==> src/rtl/crc32u_pkg.sv <==
package crc32u_pkg;
  localparam int unsigned SLOT_ACCUM   = 0;
  localparam int unsigned SLOT_SCRATCH = 1;
  localparam int unsigned SLOT_CTRL    = 2;
  localparam logic [31:0] CRC_POLY     = 32'h04C1_1DB7;
  localparam logic [31:0] CRC_SEED     = 32'hFFFF_FFFF;
endpackage

==> src/rtl/crc32u_engine.sv <==
module crc32u_engine #(
  parameter int unsigned          DATA_W  = 32,
  parameter int unsigned          SLICE_W = 8,
  parameter logic [DATA_W-1:0]    POLY    = crc32u_pkg::CRC_POLY,
  parameter logic [DATA_W-1:0]    SEED    = crc32u_pkg::CRC_SEED
) (
  input  logic              clk,
  input  logic              rst_n,
  input  logic              start,
  input  logic              clear,
  input  logic [DATA_W-1:0] word_in,
  output logic              busy,
  output logic [DATA_W-1:0] crc_out
);
  localparam int unsigned STEPS = DATA_W / SLICE_W;
  localparam int unsigned CNT_W = (STEPS > 1) ? $clog2(STEPS) : 1;

  logic [DATA_W-1:0] acc_q;
  logic [DATA_W-1:0] word_q;
  logic [CNT_W-1:0]  cnt_q;
  logic              busy_q;

  // Fold one slice, most significant bit first.
  function automatic logic [DATA_W-1:0] fold_slice(input logic [DATA_W-1:0] c,
                                                   input logic [SLICE_W-1:0] s);
    logic [DATA_W-1:0] r;
    r = c ^ {s, {(DATA_W-SLICE_W){1'b0}}};
    for (int i = 0; i < int'(SLICE_W); i++) begin
      r = r[DATA_W-1] ? ((r << 1) ^ POLY) : (r << 1);
    end
    return r;
  endfunction

  always_ff @(posedge clk or negedge rst_n) begin
    if (!rst_n) begin
      acc_q  <= SEED;
      word_q <= '0;
      cnt_q  <= '0;
      busy_q <= 1'b0;
    end else if (busy_q) begin
      acc_q  <= fold_slice(acc_q, word_q[DATA_W-1 -: SLICE_W]);
      word_q <= word_q << SLICE_W;
      cnt_q  <= cnt_q + 1'b1;
      if (cnt_q == CNT_W'(STEPS-1)) busy_q <= 1'b0;
    end else if (start) begin
      word_q <= word_in;
      cnt_q  <= '0;
      busy_q <= 1'b1;
    end else if (clear) begin
      acc_q <= SEED;
    end
  end

  assign busy    = busy_q;
  assign crc_out = acc_q;
endmodule

==> src/rtl/crc32u_regif.sv <==
module crc32u_regif #(
  parameter int unsigned DATA_W    = 32,
  parameter int unsigned ADDR_W    = 4,
  parameter int unsigned SCRATCH_W = 8
) (
  input  logic              clk,
  input  logic              rst_n,
  input  logic              req_valid,
  input  logic              req_write,
  input  logic [ADDR_W-1:0] req_addr,
  input  logic [DATA_W-1:0] req_wdata,
  input  logic              busy,
  input  logic [DATA_W-1:0] crc_val,
  output logic              req_ready,
  output logic              rsp_valid,
  output logic [DATA_W-1:0] rsp_rdata,
  output logic              start,
  output logic              clear
);
  import crc32u_pkg::*;
  localparam int unsigned IDX_W = ADDR_W - 2;

  logic [IDX_W-1:0]     idx;
  logic                 aligned, xfer, wr, rd;
  logic                 hit_acc, hit_scr, hit_ctl;
  logic [SCRATCH_W-1:0] scratch_q;
  logic [DATA_W-1:0]    rd_mux, rdata_q;
  logic                 rvalid_q;

  assign idx     = req_addr[ADDR_W-1:2];
  assign aligned = (req_addr[1:0] == 2'b00);
  assign hit_acc = aligned && (idx == IDX_W'(SLOT_ACCUM));
  assign hit_scr = aligned && (idx == IDX_W'(SLOT_SCRATCH));
  assign hit_ctl = aligned && (idx == IDX_W'(SLOT_CTRL));

  assign req_ready = !busy;
  assign xfer      = req_valid && req_ready;
  assign wr        = xfer && req_write;
  assign rd        = xfer && !req_write;

  assign start = wr && hit_acc;
  assign clear = wr && hit_ctl && req_wdata[0];

  always_comb begin
    rd_mux = '0;
    if (hit_acc)      rd_mux = crc_val;
    else if (hit_scr) rd_mux = {{(DATA_W-SCRATCH_W){1'b0}}, scratch_q};
  end

  always_ff @(posedge clk or negedge rst_n) begin
    if (!rst_n) begin
      scratch_q <= '0;
      rvalid_q  <= 1'b0;
      rdata_q   <= '0;
    end else begin
      rvalid_q <= rd;
      if (rd) rdata_q <= rd_mux;
      if (wr && hit_scr) scratch_q <= req_wdata[SCRATCH_W-1:0];
    end
  end

  assign rsp_valid = rvalid_q;
  assign rsp_rdata = rdata_q;
endmodule

==> src/rtl/crc32_word_unit.sv <==
module crc32_word_unit #(
  parameter int unsigned DATA_W    = 32,
  parameter int unsigned ADDR_W    = 4,
  parameter int unsigned SLICE_W   = 8,
  parameter int unsigned SCRATCH_W = 8
) (
  input  logic              clk,
  input  logic              rst_n,
  input  logic              req_valid,
  output logic              req_ready,
  input  logic              req_write,
  input  logic [ADDR_W-1:0] req_addr,
  input  logic [DATA_W-1:0] req_wdata,
  output logic              rsp_valid,
  output logic [DATA_W-1:0] rsp_rdata
);
  logic              eng_busy, eng_start, eng_clear;
  logic [DATA_W-1:0] eng_crc;

  crc32u_regif #(
    .DATA_W(DATA_W), .ADDR_W(ADDR_W), .SCRATCH_W(SCRATCH_W)
  ) regif_i (
    .clk(clk), .rst_n(rst_n),
    .req_valid(req_valid), .req_write(req_write),
    .req_addr(req_addr), .req_wdata(req_wdata),
    .busy(eng_busy), .crc_val(eng_crc),
    .req_ready(req_ready), .rsp_valid(rsp_valid), .rsp_rdata(rsp_rdata),
    .start(eng_start), .clear(eng_clear)
  );

  crc32u_engine #(
    .DATA_W(DATA_W), .SLICE_W(SLICE_W)
  ) engine_i (
    .clk(clk), .rst_n(rst_n),
    .start(eng_start), .clear(eng_clear), .word_in(req_wdata),
    .busy(eng_busy), .crc_out(eng_crc)
  );
endmodule

==> config.mk <==
export PLATFORM = sky130hd
export DESIGN_NAME = crc32_word_unit
export DESIGN_NICKNAME = d
export VERILOG_FILES = /design/src/rtl/crc32u_pkg.sv /design/src/rtl/crc32u_engine.sv /design/src/rtl/crc32u_regif.sv /design/src/rtl/crc32_word_unit.sv
export SDC_FILE = /design/constraint.sdc
export NUM_CORES = 1
export LEC_CHECK = 0
export ABC_AREA = 1
export CORE_MARGIN = 1
export CORE_UTILIZATION = 30
export CTS_CLUSTER_SIZE = 40
export DETAILED_ROUTE_END_ITERATION = 10
export DONT_BUFFER_PORTS = 1
export PLACE_DENSITY = 0.46
export RECOVER_POWER = 100
export SYNTH_ARGS = -nofsm -noshare
export SYNTH_HDL_FRONTEND = slang
export SYNTH_HIERARCHICAL = 1
export SYNTH_SLANG_ARGS = --single-unit
==> constraint.sdc <==
create_clock -name clk -period 2.65 [get_ports clk]
set_input_delay 0.1325 -clock clk [delete_from_list [all_inputs] [get_ports clk]]
set_output_delay 0.1325 -clock clk [all_outputs]
set_load 0.01 [all_outputs]
==> metrics.md, run 1 <==
| Metric | Value |
|---|---|
| Yosys cell types | 35 |
| Initial DRC count | 237 |
| #FFs+latches synth | 108 |
| Design area | 6454 sq um |
| DR vias/cell | 4.623 |
| All-Layer GR Usage | 15.82% |
| RSZ-0062 raised after global routing | false |
| Sequential share of the synthesized area | 48.74% |
| Final Max Tran Viols | 0 |
| CTS tree | yes |
| Crit-path max cell delay | around 0.8 ns |
| Worst Max-Slew Pin Slew | roughly 1.5 ns |
| Drt pass-1 iters | 10 |
| Critical path, cell by cell | clkbuf_2 -> a21oi_1 -> buf_4 -> inv_1 -> buf_4 -> o22ai_1 -> nor2_1 |
| Failing checks | DRC |
| Synth Area in Simple Gates | 30.06% |
| GRT Residual Overflow | 0 |
| Diode count | 0 |
| Compound-Gate Fraction of Synth Area | ~7.2% |
| Met2 routed WL | 6706 um |
| Num rows | 49 |
| Leakage power | around 3.3 nW |
| Net Count, Synth | 751 |
| Nets@finish | 783 |
| Routed wl met3 | 700 um |
| Data required, critical path | 2.94 ns |
| Setup CP Type | flip-flop to flip-flop |
| Cts repair resizes | 0 |
| CTS buffer count | 9 |
| CTS Hold Bufs | 34 |
| I/O pins | between 70 and 80 |
| Status | complete, but fails checks |
| Maxcap violations | 0 |
| Crit path time final | between 2 and 2.5 ns |
| Vias in the first global route | 4478 |
| Post-CTS setup buffers | 0 |
| Xor/xnor share of the synthesized area | between 5 and 6% |
| Clock-pin slew of the registers on the worst-case setup and hold paths | 0.07 ns |
| Die width | 139.0 um |
| Vias | 4512 |
| Clk sinks | 108 |
| Setup Viol. Count Final | 0 |
| CP delay by family, top | buffers and inverters |
| Cell with the largest stage delay on the worst path | clkbuf_2 |
| Bufs on Longest Clock Path | 2 |
| Critical path peak fanout | 46 |
| Final ANT Viol Nets | 0 |
| Met1 wire length | 7135 um |
| Share of layout cells above drive strength 1 | 11.51% |
| Fmax | around 0.44 GHz |
| Tightest Hold Check Type | primary input to flip-flop |
| Worst EP arrival | 2.55 ns |
| Syn. warnings | 6 |
| Fin Setup TNS | 0 ns |
| Inst Count DP | between 900 and 1000 |
| Largest net degree at the start of global routing | 109 |
| Maximum vdd drop | 0.5142 mV |
| Starting Density | between 30 and 40% |
| Port bufs | 0 |
| FILL cells | 1933 |
| Routability cong. | 0.8673 |
| Die H | 139.0 um |
| Post-detail-place hpwl | 10400 um |
| Max layer used | met4 |
| Worst Setup End Kind | flip-flop |
| Adder-cell share of the synthesized area | less than 1% |
| First-pass GRT wire length | 23850 um |
| Pwr Density | 1339 nW/um^2 |
| Cell Area, Synth | roughly 5600 sq um |
| Core area | 18150 sq um |
| Initial antenna violation count | 0 |
| Post-DP Area | a little under 6000 sq um |
| Finished Layout Cells | about 980 |
| Drc violations | 8 |
| Cell repeated most along the worst path | buf_4 |
| Post-Synthesis Cells | 710 |
| Buf+Inv Stages, Crit Path | 4 |
| Clk_skew | 0.007257 ns |
| H-tree levels | 3 |
| Clock network latency to the later pin of the worst-skew pair | 0.35 ns |
| Final hold viol count | 0 |
| Main combinational cell family by area after synthesis | simple AND/OR/NAND/NOR gates |
| Post-Syn Area per Cell | about 8 sq um |
| Total Wirelength | 14730 um |
| DR WL/cell | 15.10 um |
| Tcrit/Tclk final | 85.29% |
| Worst slew margin | roughly 2.4% |
| Layout area overhead | 14.70% |
| Die area | 19310 sq um |
| Mux cell area share after synthesis | 0% |
| Startpoint types | flip-flop |
| Root Driver | clkbuf_16 |
-- cells in the mapped netlist, drive strengths merged --
cell type	count	area share, %
nor2	23	2.5
xor2	28	4.5
o22ai	12	1.3
nand3	53	4.8
a22oi	8	1.1
dfstp	32	15
ha	1	0.22
inv	84	5.6
clkinv	2	0.13
xnor2	8	1.4
clkbuf	13	1.2
o21ai	27	2.4
nand2	310	22
o211ai	11	1.5
a22o	1	0.16
buf	7	0.98
a21oi	6	0.60
or2	5	0.56
nor3	2	0.18
dfrtp	76	34
o21bai	1	0.13
-- registers in the layout (all words and copies together) (netlist names) --
signal / count
engine_i/crc_out: 32
engine_i/busy: 1
regif_i/rsp_valid: 1
regif_i/scratch_q: 8
regif_i/rsp_rdata: 32
engine_i/word_q: 32
engine_i/cnt_q: 2
-- through the flow --
step | total power, W | utilization [%] | hold WS (ns) | worst slack [ns]
2_1_floorplan | 0.006104 | - | -0.1631 | 0.8799
6_report | 0.008638 | 35.56 | 0.06308 | 0.3899
3_5_place_dp | 0.007159 | 32.20 | -0.1589 | 0.5306
5_1_grt | 0.009395 | 35.56 | 0.08128 | 0.1859
4_1_cts | 0.008757 | 35.93 | 0.05977 | 0.5128
3_3_place_gp | 0.007107 | 32.20 | -0.1593 | 0.5909
-- final timing paths --
| path | startpoint | endpoint | slack (ns) | cells past startpoint |
|---|---|---|---|---|
| worst max-delay path | engine_i/busy | engine_i/crc_out[4] | 0.39 | 7 |
| worst max register to register | engine_i/busy | engine_i/crc_out[4] | 0.39 | 7 |
| worst min-delay path | req_addr[3] | regif_i/rsp_rdata[3] | 0.06 | 5 |
| max in group asynchronous | rst_n | regif_i/scratch_q[6] | 1.03 | 2 |
| min in group asynchronous | rst_n | regif_i/rsp_rdata[29] | 0.68 | 2 |
| worst min register to register | regif_i/scratch_q[3] | regif_i/scratch_q[3] | 0.48 | 2 |
-- worst min-delay path, stage by stage --
cell,delay [ns]
nor2_4,0.04
nand3_1,0.06
nand2_1,0.05
nand2_1,0.05
nand2_1,0.04
-- cells in the final DEF, fill, tap and decap left out, types with 4 or more instances in the layout --
| cell | instances |
|---|---|
| xnor2_1 | 8 |
| o21ai_0 | 27 |
| or2_2 | 4 |
| nand3_1 | 53 |
| nor2_1 | 17 |
| dfrtp_1 | 76 |
| clkbuf_2 | 4 |
| dlygate4sd3_1 | 33 |
| xor2_1 | 27 |
| a22oi_1 | 8 |
| inv_1 | 83 |
| a21oi_1 | 6 |
| clkbuf_16 | 9 |
| dfstp_2 | 31 |
| nand2_1 | 289 |
| o211ai_1 | 11 |
| nand2_2 | 18 |
| o22ai_1 | 12 |
-- kinds of logic after synthesis --
logic type	after synthesis
xor+xnor	36
fa+ha+maj	1
flops	108
compound gates	66
simple gates	393
buf+inv	106
-- where the power goes --
part           internal, W  total (W)  leakage, nW  switching [W]
Clock             0.000854    0.00147        0.153       0.000615
Sequential         0.00232    0.00281         1.38       0.000486
Combinational      0.00151    0.00436         1.75        0.00285
Total              0.00469    0.00864         3.28        0.00395
-- routing by layer --
metal / GRT usage (%) / vias up
li1: - / 2264
met1: 21.63 / 2142
met2: 24.59 / 92
met3: 3.764 / 14
met4: 5.088 / 0
met5: 0 / -
-- layout make-up --
type	instances	area (sq um)	share of cell area (%)
Timing Repair Buffer	41	380.4	5.894
Sequential cell	108	2743	42.50
Inverter	86	322.8	5.002
Clock buffer	12	246.5	3.819
Multi-Input combinational cell	496	2402	37.22
Tap cell	229	286.5	4.440
Clock inverter	4	72.57	1.124
No activity file was read; power rests on OpenSTA's default activity.
==> run 2, diff against run 1 <==
- CORE_MARGIN: 1 -> 8
- MAX_ROUTING_LAYER: not set -> met4
- PLACE_DENSITY: 0.46 -> 0.47
- clock period: 2.65 -> 1.94 ns (I/O delays scaled with it)
==> run 2 against run 1 <==
The run ends with hold timing left. Sequential power grew 37%. Count of clock-buffer cells in the layout fell by 2. Fmax increased by 28%. Core utilization decreased by 0.26 points. Via count rose by 2.2%. Combinational power grew 43%. First-iteration DRC count up 62%. Final cell count increased by 1.4%. Total power rose by 40%. Critical endpoint is now engine_i/crc_out[17].
==> metrics.md, run 2 (same netlist as run 1, synthesis figures left out) <==
| Metric | Value |
|---|---|
| Routability cong. | 0.8756 (+0.96%) |
| Fin util | 35.30% (-0.26 points) |
| Bufs on Longest Clock Path | 2 (unchanged) |
| Failing checks | hold timing |
| Reg2reg start | engine_i/crc_out[31] |
| Worst Max-Slew Pin Slew | 0.5225 ns (-0.9414 ns) |
| FILL cells | 1942 (+0.47%) |
| Cell repeated most along the worst path | nand2_1 |
| Num rows | 50 (+2.0%) |
| DR vias/cell | 4.660 (+0.79%) |
| Largest net degree at the start of global routing | 109 (unchanged) |
| Leakage power | 3.351 nW (+2.3%) |
| Post-CTS setup buffers | 0 (unchanged) |
| Startpoint types | flip-flop |
| Reg2Reg Setup Slack | 0.17 ns (-0.22 ns) |
| All-Layer GR Usage | 14.01% (-1.8 points) |
| Port bufs | 0 (unchanged) |
| CTS Hold Bufs | 32 (-5.9%) |
| DR WL/cell | 15.96 um (+5.8%) |
| Sw Share | 45.79% (about the same) |
| Die area | 23390 sq um (+21%) |
| Worst slew margin | 65.17% (+63 points) |
| Vias in the first global route | 4563 (+1.9%) |
| Crit path time final | 1.769 ns (-0.4908 ns) |
| Die H | 153.0 um (+10%) |
| Pwr Density | 1844 nW/um^2 (+38%) |
| Tcrit/Tclk final | 91.20% (+5.9 points) |
| Layout area overhead | 16.57% |
| Clk sinks | 108 (unchanged) |
| Drc violations | 0 (-8) |
| Critical path, cell by cell | nand2_1 -> nand2_4 -> clkbuf_2 -> xor2_1 -> xor2_1 -> inv_1 -> nand2_1 -> nand3_1 -> nand2_1 -> inv_1 |
| Clk_skew | 0.009817 ns (+0.002559 ns) |
| Initial antenna violation count | 0 (unchanged) |
| Net Sw Power | 0.005536 W (+40%) |
| Root Driver | clkbuf_16 |
| Final Max Tran Viols | 0 (unchanged) |
| Vias | 4613 (+2.2%) |
| Setup Viol. Count Final | 0 (unchanged) |
| Starting Density | 30.28% (-0.72 points) |
| Cell with the largest stage delay on the worst path | dfstp_2 |
| Crit-path max cell delay | 0.58 ns (-0.20 ns) |
| GRT Residual Overflow | 0 (unchanged) |
| Final ANT Viol Nets | 0 (unchanged) |
| Data required, critical path | 2.24 ns (-0.70 ns) |
| Nets@finish | 792 (+1.1%) |
| Worst reg2reg endpoint | engine_i/crc_out[17] |
| Worst Hold Slack | -0.5673 ns (-0.6304 ns) |
| I/O pins | 74 (unchanged) |
| Worst slack, placed | 0.1449 ns (-0.3857 ns) |
| CTS buffer count | 9 (unchanged) |
| Fmax | 0.5652 GHz (+28%) |
| Worst Setup End Kind | flip-flop |
| FF-to-FF path depth | 10 (+3) |
| Commonest non-fill, non-tap cells in the layout | 291 x nand2_1, 83 x inv_1, 76 x dfrtp_1, 52 x nand3_1 |
| Clock network latency to the later pin of the worst-skew pair | 0.36 ns (about the same) |
| Setup WS post-layout | 0.1707 ns (-0.2192 ns) |
| Maximum vdd drop | 0.7402 mV (+44%) |
| Final hold viol count | 108 (+108) |
| Clock-pin slew of the registers on the worst-case setup and hold paths | 0.07 ns (about the same) |
| Commonest non-fill, non-tap cell in the layout | nand2_1 |
| Tightest Hold Check Type | primary input to async pin |
| Clock power share | 16.7% (-0.3 points) |
| Worst EP arrival | 2.07 ns (-0.48 ns) |
| Area of the multi-input gates | 2440 sq um (+1.6%) |
| Fin Setup TNS | 0 ns (unchanged) |
| First-pass GRT wire length | 25300 um (+6.0%) |
| Share of layout cells above drive strength 1 | 13.10% (+1.6 points) |
| Fraction of power consumed by sequential logic | 31.9% (-0.6 points) |
| Post-detail-place hpwl | 11670 um (+12%) |
| Critical path peak fanout | 6 (-87%) |
| Core area | 18580 sq um (+2.4%) |
| Register Area | 2743 sq um (unchanged) |
| H-tree levels | 3 (unchanged) |
| Total power | 0.01209 W (+40%) |
| Drt pass-1 iters | 5 (-5) |
| Comb pwr share | 51.4% (+0.9 points) |
| Initial DRC count | 384 (+62%) |
| Status | complete, but fails checks |
| CTS tree | yes |
| Setup CP Type | flip-flop to flip-flop |
| Total Wirelength | 15800 um (+7.3%) |
| Die width | 153.0 um (+10%) |
| RSZ-0062 raised after global routing | false |
| Diode count | 0 (unchanged) |
| Maxcap violations | 0 (unchanged) |
| Internal | 0.006555 W (+40%) |
## run 2: worst max path at each step
stage | from | to | depth (start not counted)
after floorplan | engine_i/busy | engine_i/crc_out[15] | 9
after global placement | engine_i/crc_out[28] | engine_i/crc_out[5] | 10
after detailed placement | engine_i/crc_out[28] | engine_i/crc_out[5] | 10
after CTS | engine_i/crc_out[28] | engine_i/crc_out[5] | 10
after global routing | engine_i/crc_out[31] | engine_i/crc_out[24] | 11
final | engine_i/crc_out[31] | engine_i/crc_out[17] | 10
## run 2: power by group through the flow
stage                     Clock (W)  Sequential, W  Combinational, W
after floorplan                   0        0.00363           0.00471
after global placement            0        0.00390           0.00607
after detailed placement          0        0.00391           0.00607
after CTS                   0.00210        0.00387           0.00616
after global routing        0.00218        0.00394           0.00695
final                       0.00202        0.00385           0.00622
## run 2: area by class of cell
class / instances / share of cell area, %
clock buffer: 10 / 3.644
clock inverter: 6 / 1.316
inverter: 86 / 4.922
multi-input combinational: 496 / 37.20
sequential: 108 / 41.82
tap: 234 / 4.464
timing repair buffer: 50 / 6.639
## run 2: metrics by stage
step	hold WS [ns]	instance area (sq um)	instances
floorplan	-0.1986	5627	710
global placement	-0.1938	5933	942
detailed placement	-0.1939	5933	942
CTS	-0.5852	6579	990
global route	-0.5911	6559	990
finish	-0.5673	6559	990
## run 2: worst max-delay path, delay by kind of cell, from the launching register on
kind,cells,cell delay (ns)
flops,1,0.58
simple gates,5,0.41
xor+xnor,2,0.41
buf+inv,3,0.31
## run 2: layer usage
metal	wire [um]	vias up	GRT usage [%]
li1	-	2288	-
met3	882	15	4.116
met5	0	-	-
met2	7386	112	21.90
met1	7363	2198	17.57
met4	172	0	3.393
## run 2: timing repair
item | in CTS | in global routing
endpoints found under the setup margin | 0 | 2
hold endpoints to repair | 148 | 108
gates resized for setup | 0 | 2
